===== src/rtl/flash_seq_pkg.sv =====
`timescale 1ns/1ps
package flash_seq_pkg;

    localparam int unsigned DQ_W = 8;

    localparam logic [DQ_W-1:0] CMD_KEY1   = 8'hAA;
    localparam logic [DQ_W-1:0] CMD_KEY2   = 8'h55;
    localparam logic [DQ_W-1:0] CMD_ERASE  = 8'h80;
    localparam logic [DQ_W-1:0] CMD_WRBYTE = 8'hA0;
    localparam logic [DQ_W-1:0] CMD_CHIP   = 8'h10;
    localparam logic [DQ_W-1:0] CMD_SECTOR = 8'h30;
    localparam logic [DQ_W-1:0] BLANK_VAL  = 8'hFF;

    localparam logic [11:0] KEY_ADDR_HI = 12'h555;
    localparam logic [11:0] KEY_ADDR_LO = 12'h2AA;

    typedef enum logic [1:0] {
        JOB_PROG,
        JOB_SECT,
        JOB_CHIP
    } job_e;

    typedef enum logic [2:0] {
        SQ_IDLE,
        SQ_ISSUE,
        SQ_WAIT,
        SQ_POLL,
        SQ_PWAIT,
        SQ_FIN
    } seq_st_e;

    typedef enum logic [1:0] {
        PH_IDLE,
        PH_SETUP,
        PH_STRB,
        PH_HOLD
    } bus_ph_e;

endpackage


===== src/rtl/flash_step_rom.sv =====
`timescale 1ns/1ps
module flash_step_rom
    import flash_seq_pkg::*;
#(
    parameter int unsigned ADDR_W = 17
) (
    input  job_e              job,
    input  logic [2:0]        step,
    input  logic [ADDR_W-1:0] tgt_addr,
    input  logic [DQ_W-1:0]   tgt_data,
    output logic [ADDR_W-1:0] cyc_addr,
    output logic [DQ_W-1:0]   cyc_data,
    output logic              cyc_last
);
    localparam logic [ADDR_W-1:0] A_HI = ADDR_W'(KEY_ADDR_HI);
    localparam logic [ADDR_W-1:0] A_LO = ADDR_W'(KEY_ADDR_LO);

    always_comb begin
        cyc_addr = A_HI;
        cyc_data = CMD_KEY1;
        cyc_last = 1'b0;
        if (job == JOB_PROG) begin
            case (step)
                3'd0: begin cyc_addr = A_HI; cyc_data = CMD_KEY1; end
                3'd1: begin cyc_addr = A_LO; cyc_data = CMD_KEY2; end
                3'd2: begin cyc_addr = A_HI; cyc_data = CMD_WRBYTE; end
                default: begin
                    cyc_addr = tgt_addr;
                    cyc_data = tgt_data;
                    cyc_last = 1'b1;
                end
            endcase
        end else begin
            case (step)
                3'd0: begin cyc_addr = A_HI; cyc_data = CMD_KEY1; end
                3'd1: begin cyc_addr = A_LO; cyc_data = CMD_KEY2; end
                3'd2: begin cyc_addr = A_HI; cyc_data = CMD_ERASE; end
                3'd3: begin cyc_addr = A_HI; cyc_data = CMD_KEY1; end
                3'd4: begin cyc_addr = A_LO; cyc_data = CMD_KEY2; end
                default: begin
                    cyc_last = 1'b1;
                    if (job == JOB_CHIP) begin
                        cyc_addr = A_HI;
                        cyc_data = CMD_CHIP;
                    end else begin
                        cyc_addr = tgt_addr;
                        cyc_data = CMD_SECTOR;
                    end
                end
            endcase
        end
    end
endmodule


===== src/rtl/flash_bus_cyc.sv =====
`timescale 1ns/1ps
module flash_bus_cyc
    import flash_seq_pkg::*;
#(
    parameter int unsigned ADDR_W    = 17,
    parameter int unsigned STRB_CLKS = 2
) (
    input  logic              clk,
    input  logic              rst_n,
    input  logic              start,
    input  logic              rd,
    input  logic [ADDR_W-1:0] addr,
    input  logic [DQ_W-1:0]   wdata,
    input  logic [DQ_W-1:0]   din,
    output logic              cyc_done,
    output logic [DQ_W-1:0]   rdata,
    output logic [ADDR_W-1:0] fl_addr,
    output logic [DQ_W-1:0]   fl_dout,
    output logic              fl_dq_oe,
    output logic              fl_ce_n,
    output logic              fl_we_n,
    output logic              fl_oe_n
);
    localparam int unsigned CW = (STRB_CLKS < 2) ? 1 : $clog2(STRB_CLKS);
    localparam logic [CW-1:0] CNT_LAST = CW'(STRB_CLKS - 1);

    typedef struct packed {
        bus_ph_e           ph;
        logic [CW-1:0]     cnt;
        logic              rd;
        logic [ADDR_W-1:0] addr;
        logic [DQ_W-1:0]   data;
        logic [DQ_W-1:0]   rdat;
    } bus_r_t;

    bus_r_t r_q, r_d;

    always_comb begin
        r_d = r_q;
        case (r_q.ph)
            PH_IDLE: begin
                if (start) begin
                    r_d.ph   = PH_SETUP;
                    r_d.rd   = rd;
                    r_d.addr = addr;
                    r_d.data = wdata;
                end
            end
            PH_SETUP: begin
                r_d.ph  = PH_STRB;
                r_d.cnt = '0;
            end
            PH_STRB: begin
                if (r_q.cnt == CNT_LAST) begin
                    r_d.ph = PH_HOLD;
                    if (r_q.rd) r_d.rdat = din;
                end else begin
                    r_d.cnt = r_q.cnt + 1'b1;
                end
            end
            default: r_d.ph = PH_IDLE;
        endcase
    end

    always_ff @(posedge clk or negedge rst_n) begin
        if (!rst_n) begin
            r_q <= '{ph: PH_IDLE, default: '0};
        end else begin
            r_q <= r_d;
        end
    end

    assign cyc_done = (r_q.ph == PH_HOLD);
    assign rdata    = r_q.rdat;
    assign fl_addr  = r_q.addr;
    assign fl_dout  = r_q.data;
    assign fl_dq_oe = (r_q.ph != PH_IDLE) && !r_q.rd;
    assign fl_ce_n  = !(r_q.ph == PH_STRB);
    assign fl_we_n  = !((r_q.ph == PH_STRB) && !r_q.rd);
    assign fl_oe_n  = !((r_q.ph == PH_STRB) && r_q.rd);
endmodule


===== src/rtl/flash_cmd_seq.sv =====
`timescale 1ns/1ps
module flash_cmd_seq
    import flash_seq_pkg::*;
#(
    parameter int unsigned ADDR_W    = 17,
    parameter int unsigned STRB_CLKS = 2,
    parameter int unsigned POLL_MAX  = 64
) (
    input  logic              clk,
    input  logic              rst_n,
    input  logic              req_valid,
    output logic              req_ready,
    input  logic [1:0]        req_op,
    input  logic [ADDR_W-1:0] req_addr,
    input  logic [7:0]        req_data,
    input  logic              req_abort,
    output logic              done,
    output logic              err,
    output logic [ADDR_W-1:0] fl_addr,
    output logic [7:0]        fl_dout,
    input  logic [7:0]        fl_din,
    output logic              fl_dq_oe,
    output logic              fl_ce_n,
    output logic              fl_we_n,
    output logic              fl_oe_n
);
    localparam int unsigned PW = $clog2(POLL_MAX + 1);
    localparam logic [PW-1:0] POLL_LAST = PW'(POLL_MAX - 1);

    typedef struct packed {
        seq_st_e           st;
        job_e              job;
        logic [2:0]        step;
        logic [ADDR_W-1:0] addr;
        logic [DQ_W-1:0]   data;
        logic [PW-1:0]     polls;
        logic              abort;
        logic              err;
    } seq_r_t;

    seq_r_t r_q, r_d;

    logic              cyc_start, cyc_rd, cyc_done;
    logic [ADDR_W-1:0] cyc_addr, rom_addr;
    logic [DQ_W-1:0]   cyc_wdata, rom_data, cyc_rdata, poll_want;
    logic              rom_last;

    flash_step_rom #(.ADDR_W(ADDR_W)) u_rom (
        .job      (r_q.job),
        .step     (r_q.step),
        .tgt_addr (r_q.addr),
        .tgt_data (r_q.data),
        .cyc_addr (rom_addr),
        .cyc_data (rom_data),
        .cyc_last (rom_last)
    );

    flash_bus_cyc #(.ADDR_W(ADDR_W), .STRB_CLKS(STRB_CLKS)) u_bus (
        .clk      (clk),
        .rst_n    (rst_n),
        .start    (cyc_start),
        .rd       (cyc_rd),
        .addr     (cyc_addr),
        .wdata    (cyc_wdata),
        .din      (fl_din),
        .cyc_done (cyc_done),
        .rdata    (cyc_rdata),
        .fl_addr  (fl_addr),
        .fl_dout  (fl_dout),
        .fl_dq_oe (fl_dq_oe),
        .fl_ce_n  (fl_ce_n),
        .fl_we_n  (fl_we_n),
        .fl_oe_n  (fl_oe_n)
    );

    assign poll_want = (r_q.job == JOB_PROG) ? r_q.data : BLANK_VAL;

    always_comb begin
        r_d       = r_q;
        cyc_start = 1'b0;
        cyc_rd    = 1'b0;
        cyc_addr  = rom_addr;
        cyc_wdata = rom_data;

        if (req_abort && (r_q.st != SQ_IDLE) && (r_q.st != SQ_FIN)) begin
            r_d.abort = 1'b1;
        end

        case (r_q.st)
            SQ_IDLE: begin
                if (req_valid) begin
                    r_d.st    = SQ_ISSUE;
                    r_d.job   = (req_op == 2'b00) ? JOB_PROG :
                                (req_op == 2'b01) ? JOB_SECT : JOB_CHIP;
                    r_d.addr  = req_addr;
                    r_d.data  = req_data;
                    r_d.step  = '0;
                    r_d.polls = '0;
                    r_d.abort = 1'b0;
                    r_d.err   = 1'b0;
                end
            end
            SQ_ISSUE: begin
                if (r_q.abort || req_abort) begin
                    r_d.st  = SQ_FIN;
                    r_d.err = 1'b1;
                end else begin
                    cyc_start = 1'b1;
                    r_d.st    = SQ_WAIT;
                end
            end
            SQ_WAIT: begin
                if (cyc_done) begin
                    if (rom_last) begin
                        r_d.st = SQ_POLL;
                    end else begin
                        r_d.step = r_q.step + 3'd1;
                        r_d.st   = SQ_ISSUE;
                    end
                end
            end
            SQ_POLL: begin
                if (r_q.abort || req_abort) begin
                    r_d.st  = SQ_FIN;
                    r_d.err = 1'b1;
                end else begin
                    cyc_start = 1'b1;
                    cyc_rd    = 1'b1;
                    cyc_addr  = r_q.addr;
                    r_d.st    = SQ_PWAIT;
                end
            end
            SQ_PWAIT: begin
                if (cyc_done) begin
                    if (cyc_rdata == poll_want) begin
                        r_d.st = SQ_FIN;
                    end else if (r_q.polls == POLL_LAST) begin
                        r_d.st  = SQ_FIN;
                        r_d.err = 1'b1;
                    end else begin
                        r_d.polls = r_q.polls + 1'b1;
                        r_d.st    = SQ_POLL;
                    end
                end
            end
            default: r_d.st = SQ_IDLE;
        endcase
    end

    always_ff @(posedge clk or negedge rst_n) begin
        if (!rst_n) begin
            r_q <= '{st: SQ_IDLE, job: JOB_PROG, default: '0};
        end else begin
            r_q <= r_d;
        end
    end

    assign req_ready = (r_q.st == SQ_IDLE);
    assign done      = (r_q.st == SQ_FIN);
    assign err       = r_q.err;
endmodule


===== config.mk =====
export PLATFORM = sky130hd
export DESIGN_NAME = flash_cmd_seq
export DESIGN_NICKNAME = d
export VERILOG_FILES = /design/src/rtl/flash_seq_pkg.sv /design/src/rtl/flash_step_rom.sv /design/src/rtl/flash_bus_cyc.sv /design/src/rtl/flash_cmd_seq.sv
export SDC_FILE = /design/constraint.sdc
export NUM_CORES = 1
export LEC_CHECK = 0
export CORE_MARGIN = 5
export CORE_UTILIZATION = 48
export CTS_CLUSTER_DIAMETER = 120
export DETAILED_ROUTE_END_ITERATION = 8
export PLACE_DENSITY_LB_ADDON = 0.25
export SYNTH_ARGS = -nofsm -noshare
export SYNTH_HDL_FRONTEND = slang
export SYNTH_SLANG_ARGS = --single-unit

===== constraint.sdc =====
create_clock -name clk -period 1.72 [get_ports clk]
set_input_delay 0.344 -clock clk [delete_from_list [all_inputs] [get_ports clk]]
set_output_delay 0.344 -clock clk [all_outputs]
set_load 0.01 [all_outputs]

After elaboration in Yosys (flattened, before gate mapping)

Cells that the tools add are included.

Add/sub/neg operators: 3
Equality and inequality tests: 27
Multiplexer cells: 47
Reductions and logical operators: 36

Operators by type and width:

| kind                                                | count |
|---|---|
| 2-to-1 mux 17 bit                                   | 4 |
| one-hot mux 17 bit (2 select lines)                 | 2 |
| one-hot mux 8 bit (3 select lines)                  | 2 |
| 2-to-1 mux 42 bit                                   | 1 |
| 2-to-1 mux 3 bit                                    | 7 |
| 2-to-1 mux 7 bit                                    | 3 |
| 2-to-1 mux 8 bit                                    | 2 |
| != test 2 bit, second input constant                | 8 |
| one-hot mux 3 bit (5 select lines)                  | 1 |
| 2-to-1 mux 1 bit                                    | 14 |
| one-hot mux 7 bit (2 select lines)                  | 1 |
| equality test 3 x 2 -> 1 bit, second input constant | 4 |
| 2-to-1 mux 2 bit                                    | 5 |
| equality test 3 bit, second input constant          | 3 |
| equality test 8 bit                                 | 1 |
| nonzero test 2 bit                                  | 4 |
| OR reduction 2 bit                                  | 4 |
| adder 7 x 1 -> 7 bit, second input constant         | 1 |
| equality test 7 x 6 -> 1 bit, second input constant | 1 |
| equality test 2 bit, second input constant          | 3 |
| equality test 3 x 1 -> 1 bit, second input constant | 2 |
| zero test 2 bit                                     | 3 |
| zero test 3 bit                                     | 2 |
| 2-to-1 mux 6 bit                                    | 1 |
| 20 further kinds                                    | 34 |

Register bits after elaboration: 79
Logic and storage cells: 127

Logic depth before layout (Yosys ltp)

Word-level depth: 7
Gate-level depth with buffers: 10
Mapped depth without buffers: 7

Cells and area by module

Synthesis repeated with hierarchy kept, for this count alone.

Cell total of the unflattened synthesis: 531
Area total of the unflattened synthesis: 4,789.6 um2

By module, submodules not included:

| module         | instances | cells an instance | area each (um2) | seq. area each (um2) |
|---|---|---|---|---|
| flash_cmd_seq  | 1         | 307               | 2,351.0         | 1,051.0 |
| flash_bus_cyc  | 1         | 129               | 1,840.5         | 925.9 |
| flash_step_rom | 1         | 95                | 598.1           | 0.0 |

Least setup slack after synthesis

Ideal clock, no wire load.

Kind: register -> register
Start: reg r_q[37] (netlist name)
End: reg r_q[2] (netlist name)
Arrival: 1.728 ns
Path slack: -0.132 ns
Stages on the path, launching flop included: 8
Path buffers: 1
Period minus slack after synthesis: 1.852 ns
Cell sequence: dfrtp_1 > buf_6 > and4bb_1 > a32oi_1 > a222oi_1 > a211o_2 > nor2_2 > mux2_2

Longest elaborated chain between the ends: 5

Ends and longest elaborated chain:

| element                              | line                 | RTL |
|---|---|---|
| start: declaration                   | flash_cmd_seq.sv:41  | `seq_r_t r_q, r_d;` |
| start signal: assignment             | flash_cmd_seq.sv:154 | `r_q <= r_d;` |
| zero test 2 bit                      | flash_cmd_seq.sv:76  | `assign poll_want = (r_q.job == JOB_PROG) ? r_q.data : BLANK_VAL;` |
| 2-to-1 mux 8 bit                     | flash_cmd_seq.sv:76  |  |
| equality test 8 bit                  | flash_cmd_seq.sv:135 | `if (cyc_rdata == poll_want) begin` |
| != test 2 bit (no source line)       | --                   |  |
| AND reduction 5 bit (no source line) | --                   |  |

Every way passes these cells.
A chain may end at the register's enable or synchronous reset.

Worst setup path after layout

Ends and elaborated chain as after synthesis.

==> flow_summary.ini <==
[critical_path]
slowest_delay_ps = 470
critPathLaunchType = flip-flop
crit_type = reg2reg
end_kind = flip-flop
worstPathCellList = buf_4 -> buf_4 -> nor4_1 -> a21oi_1 -> o21ai_1 -> a211o_4 -> nor2_4 -> mux2_2
arrival_ps = 2350
cp.required_ps = 1970
cp_slowest_cell = dfrtp_2
cpMostUsedCell = buf_4
crit_path_max_fanout = 9

[detailed_routing]
vias = 3656
wl_per_cell_um = 16.2
vias_per_cell = 5.39
met1_length_um = 4780
dr.max_layer_used = met4
drtAntennaViolNets = 0
wl_met3_um = 541
firstDrtPassIters = 4
wl_um = 11000
first_iter_violations = 205
drc = 0
wl_met2_um = 5510

[timing]
slew_headroom = 0.582
worstMarginPinSlew_ps = 622
rsz0062_at_grt = yes
clock.fmax_ghz = 0.477
setup_slack_ps = -377
slew_viol_final = 0
setup_viol = 14
tns_ps = -3880
hold_viol_final = 19
hold_ws_ps = -31.9
skew_ps = 9.41
post-route-period-util = 1.22
period_minus_slack_ps = 2100

[place]
port_buffers = 70
dp_hpwl_um = 7370
post_dp_cell_area_um2 = 5120
place_congestion = 0.860

[cells_and_area]
diodes = 0
drive_gt1_frac = 0.284
seq_area_um2 = 1980
multi_input_area_um2 = 2140
postLayoutCellArea_um2 = 5780
finalNetCount = 616
area_growth_pct = 40.5
fillers = 617

[clocking]
cts_sinks = 79
cts_buffers = 9
htree_levels = 3
cts_root_buffer = clkbuf_8
clock_path_buffers = 2
clk_pin_slew_worst_paths_ps = 90
worstSkewPairLatency_ps = 370
cts_hold_buf = 0
cts_tree = done

[yosys]
async_reset_ff_frac = 1.00
ys_seq_area_frac = 0.481
ys.flop_type = dfrtp_1
synth-adder-area-share = 0.0274
synth-compound-area-share = 0.127
yosysWarnings = 0
synth.area.top_cells = dfrtp_1, nand2_1, buf_4, nor2_1, a21oi_1
synthesis.area_um2 = 4110
yosys.area_share.xor_xnor = 0.00852
synth_edf_count = 0
synth_mux_area_frac = 0.0432
yosysTopAreaCell = dfrtp_1
syn_inst = 467
synth_cell_types = 47
ys_seq_elements = 79
synthSimpleGateAreaFrac = 0.232
synth_top_family_by_area = simple AND/OR/NAND/NOR gates
syn_avg_cell_area_um2 = 8.81
synth_top_area_frac = 0.481
synth_nets = 515

[floorplanning]
initial_utilization = 0.496
core_area_um2 = 8300
row_count = 33
fp.dieW_um = 103
die_h_um = 103
die-area_um2 = 10500
io_pins = 71

[hold_path]
hold_path_class = in2async

[flow_run]
drv_cap = 0

[run_status]
status = finished with violations
violations = hold timing, setup timing

[global_routing]
grt_pass1_vias = 3656
grt_max_degree = 80
antenna_found_initial = 0
overflow = 0
grt_first_pass_wirelength_um = 16600
grt_usage = 0.202

[pwr]
powerDensity_nw_per_um2 = 1670
vdd_ir_drop_max_v = 0.00117
p_leak_nw = 2.59
-- worst max-delay path: cells and delay by family (launching register included) --
kind / cells / cell delay (ps)
compound gates: 3 / 630
flops: 1 / 470
buf+inv: 2 / 330
simple gates: 2 / 300
mux: 1 / 250
-- routing by layer --
metal  up-vias  track usage
met3        16       0.0392
met4         0       0.0686
met2        94        0.340
met1      1789        0.263
li1       1757            -
met5         -            0
-- power breakdown --
| group | total (mW) | switching [mW] | internal (mW) |
|---|---|---|---|
| combinational | 4.62 | 2.30 | 2.32 |
| sequential | 3.29 | 0.691 | 2.60 |
| clock | 1.74 | 0.757 | 0.984 |
-- synthesized netlist by cell type, types with 7 or more instances --
cell type,count
nand2b_1,10
clkbuf_1,15
o21ai_0,10
nor2_1,46
dfrtp_1,79
buf_4,25
mux2_2,10
nand2_1,124
ha_1,9
a21oi_1,26
nand3_1,14
inv_1,7
o21ai_1,9
-- path summary, 6_finish.rpt --
check	from	endpoint	slack [ps]	depth (start not counted)
worst max register to register	r_q[37]	r_q[2]	-380	8
worst min register to register	u_bus.fl_addr[13]	u_bus.fl_addr[13]	490	2
worst max-delay path	r_q[37]	r_q[2]	-380	8
worst min-delay path	rst_n	u_bus.r_q[36]	-30	2
min in group clk	u_bus.fl_addr[13]	u_bus.fl_addr[13]	490	2
max in group asynchronous	rst_n	r_q[34]	1360	2
-- stage by stage --
step | power (mW) | utilization | instances | setup WS [ps]
6_report | 9.65 | 0.696 | 678 | -377
2_1_floorplan | 5.73 | - | 467 | -116
3_5_place_dp | 7.39 | 0.617 | 652 | -328
3_3_place_gp | 7.26 | 0.617 | 652 | -308
5_1_grt | 10.3 | 0.696 | 678 | -460
4_1_cts | 9.28 | 0.661 | 671 | -303
-- timing repair --
item,in CTS,in global routing
cloned,0,2
pin swaps,3,22
endpoints found under the setup margin,36,64
buffers inserted,3,5
resized for setup,45,62
-- placed cells by master (no fill, tap or decap), drive strengths merged, types with 2 or more instances in the layout --
cell type      count
mux2              14
inv               12
a32oi              4
clkbuf            10
a31oi              4
and3               2
o31ai              5
and2               2
a221oi             6
nor3               6
a211o              4
nor4               3
nor2b              5
nand3             14
o21ai             19
buf               72
a211oi             2
ha                 9
o211ai             4
a22o               2
dfrtp             79
nor2              48
or2                2
nor4b              2
nand2b            10
a21oi             26
nand2            124
bufinv             3
xnor2              4
clkdlybuf4s50     63
mux2i              2
-- cells by family (layout without fill, tap and decap cells) --
logic type      Yosys count  in the layout
simple gates            221            221
compound gates           82             82
flops                    79             79
buf+inv                  56            162
mux                      16             16
fa+ha+maj                 9              9
xor+xnor                  4              4
-- sequential cells by signal, indices dropped and copies added, names as in the netlist --
register	flops
r_q	41
u_bus.fl_dout	8
err	1
u_bus.fl_addr	17
u_bus.r_q	4
u_bus.rdata	8
-- final cells by class --
| class | instances | share of cell area |
|---|---|---|
| tap | 105 | 0.0227 |
| timing repair buffer | 137 | 0.214 |
| inverter | 9 | 0.00671 |
| multi-input combinational | 332 | 0.370 |
| clock inverter | 7 | 0.0219 |
| sequential | 79 | 0.343 |
| clock buffer | 9 | 0.0214 |
(Power assumes the default switching activity.)
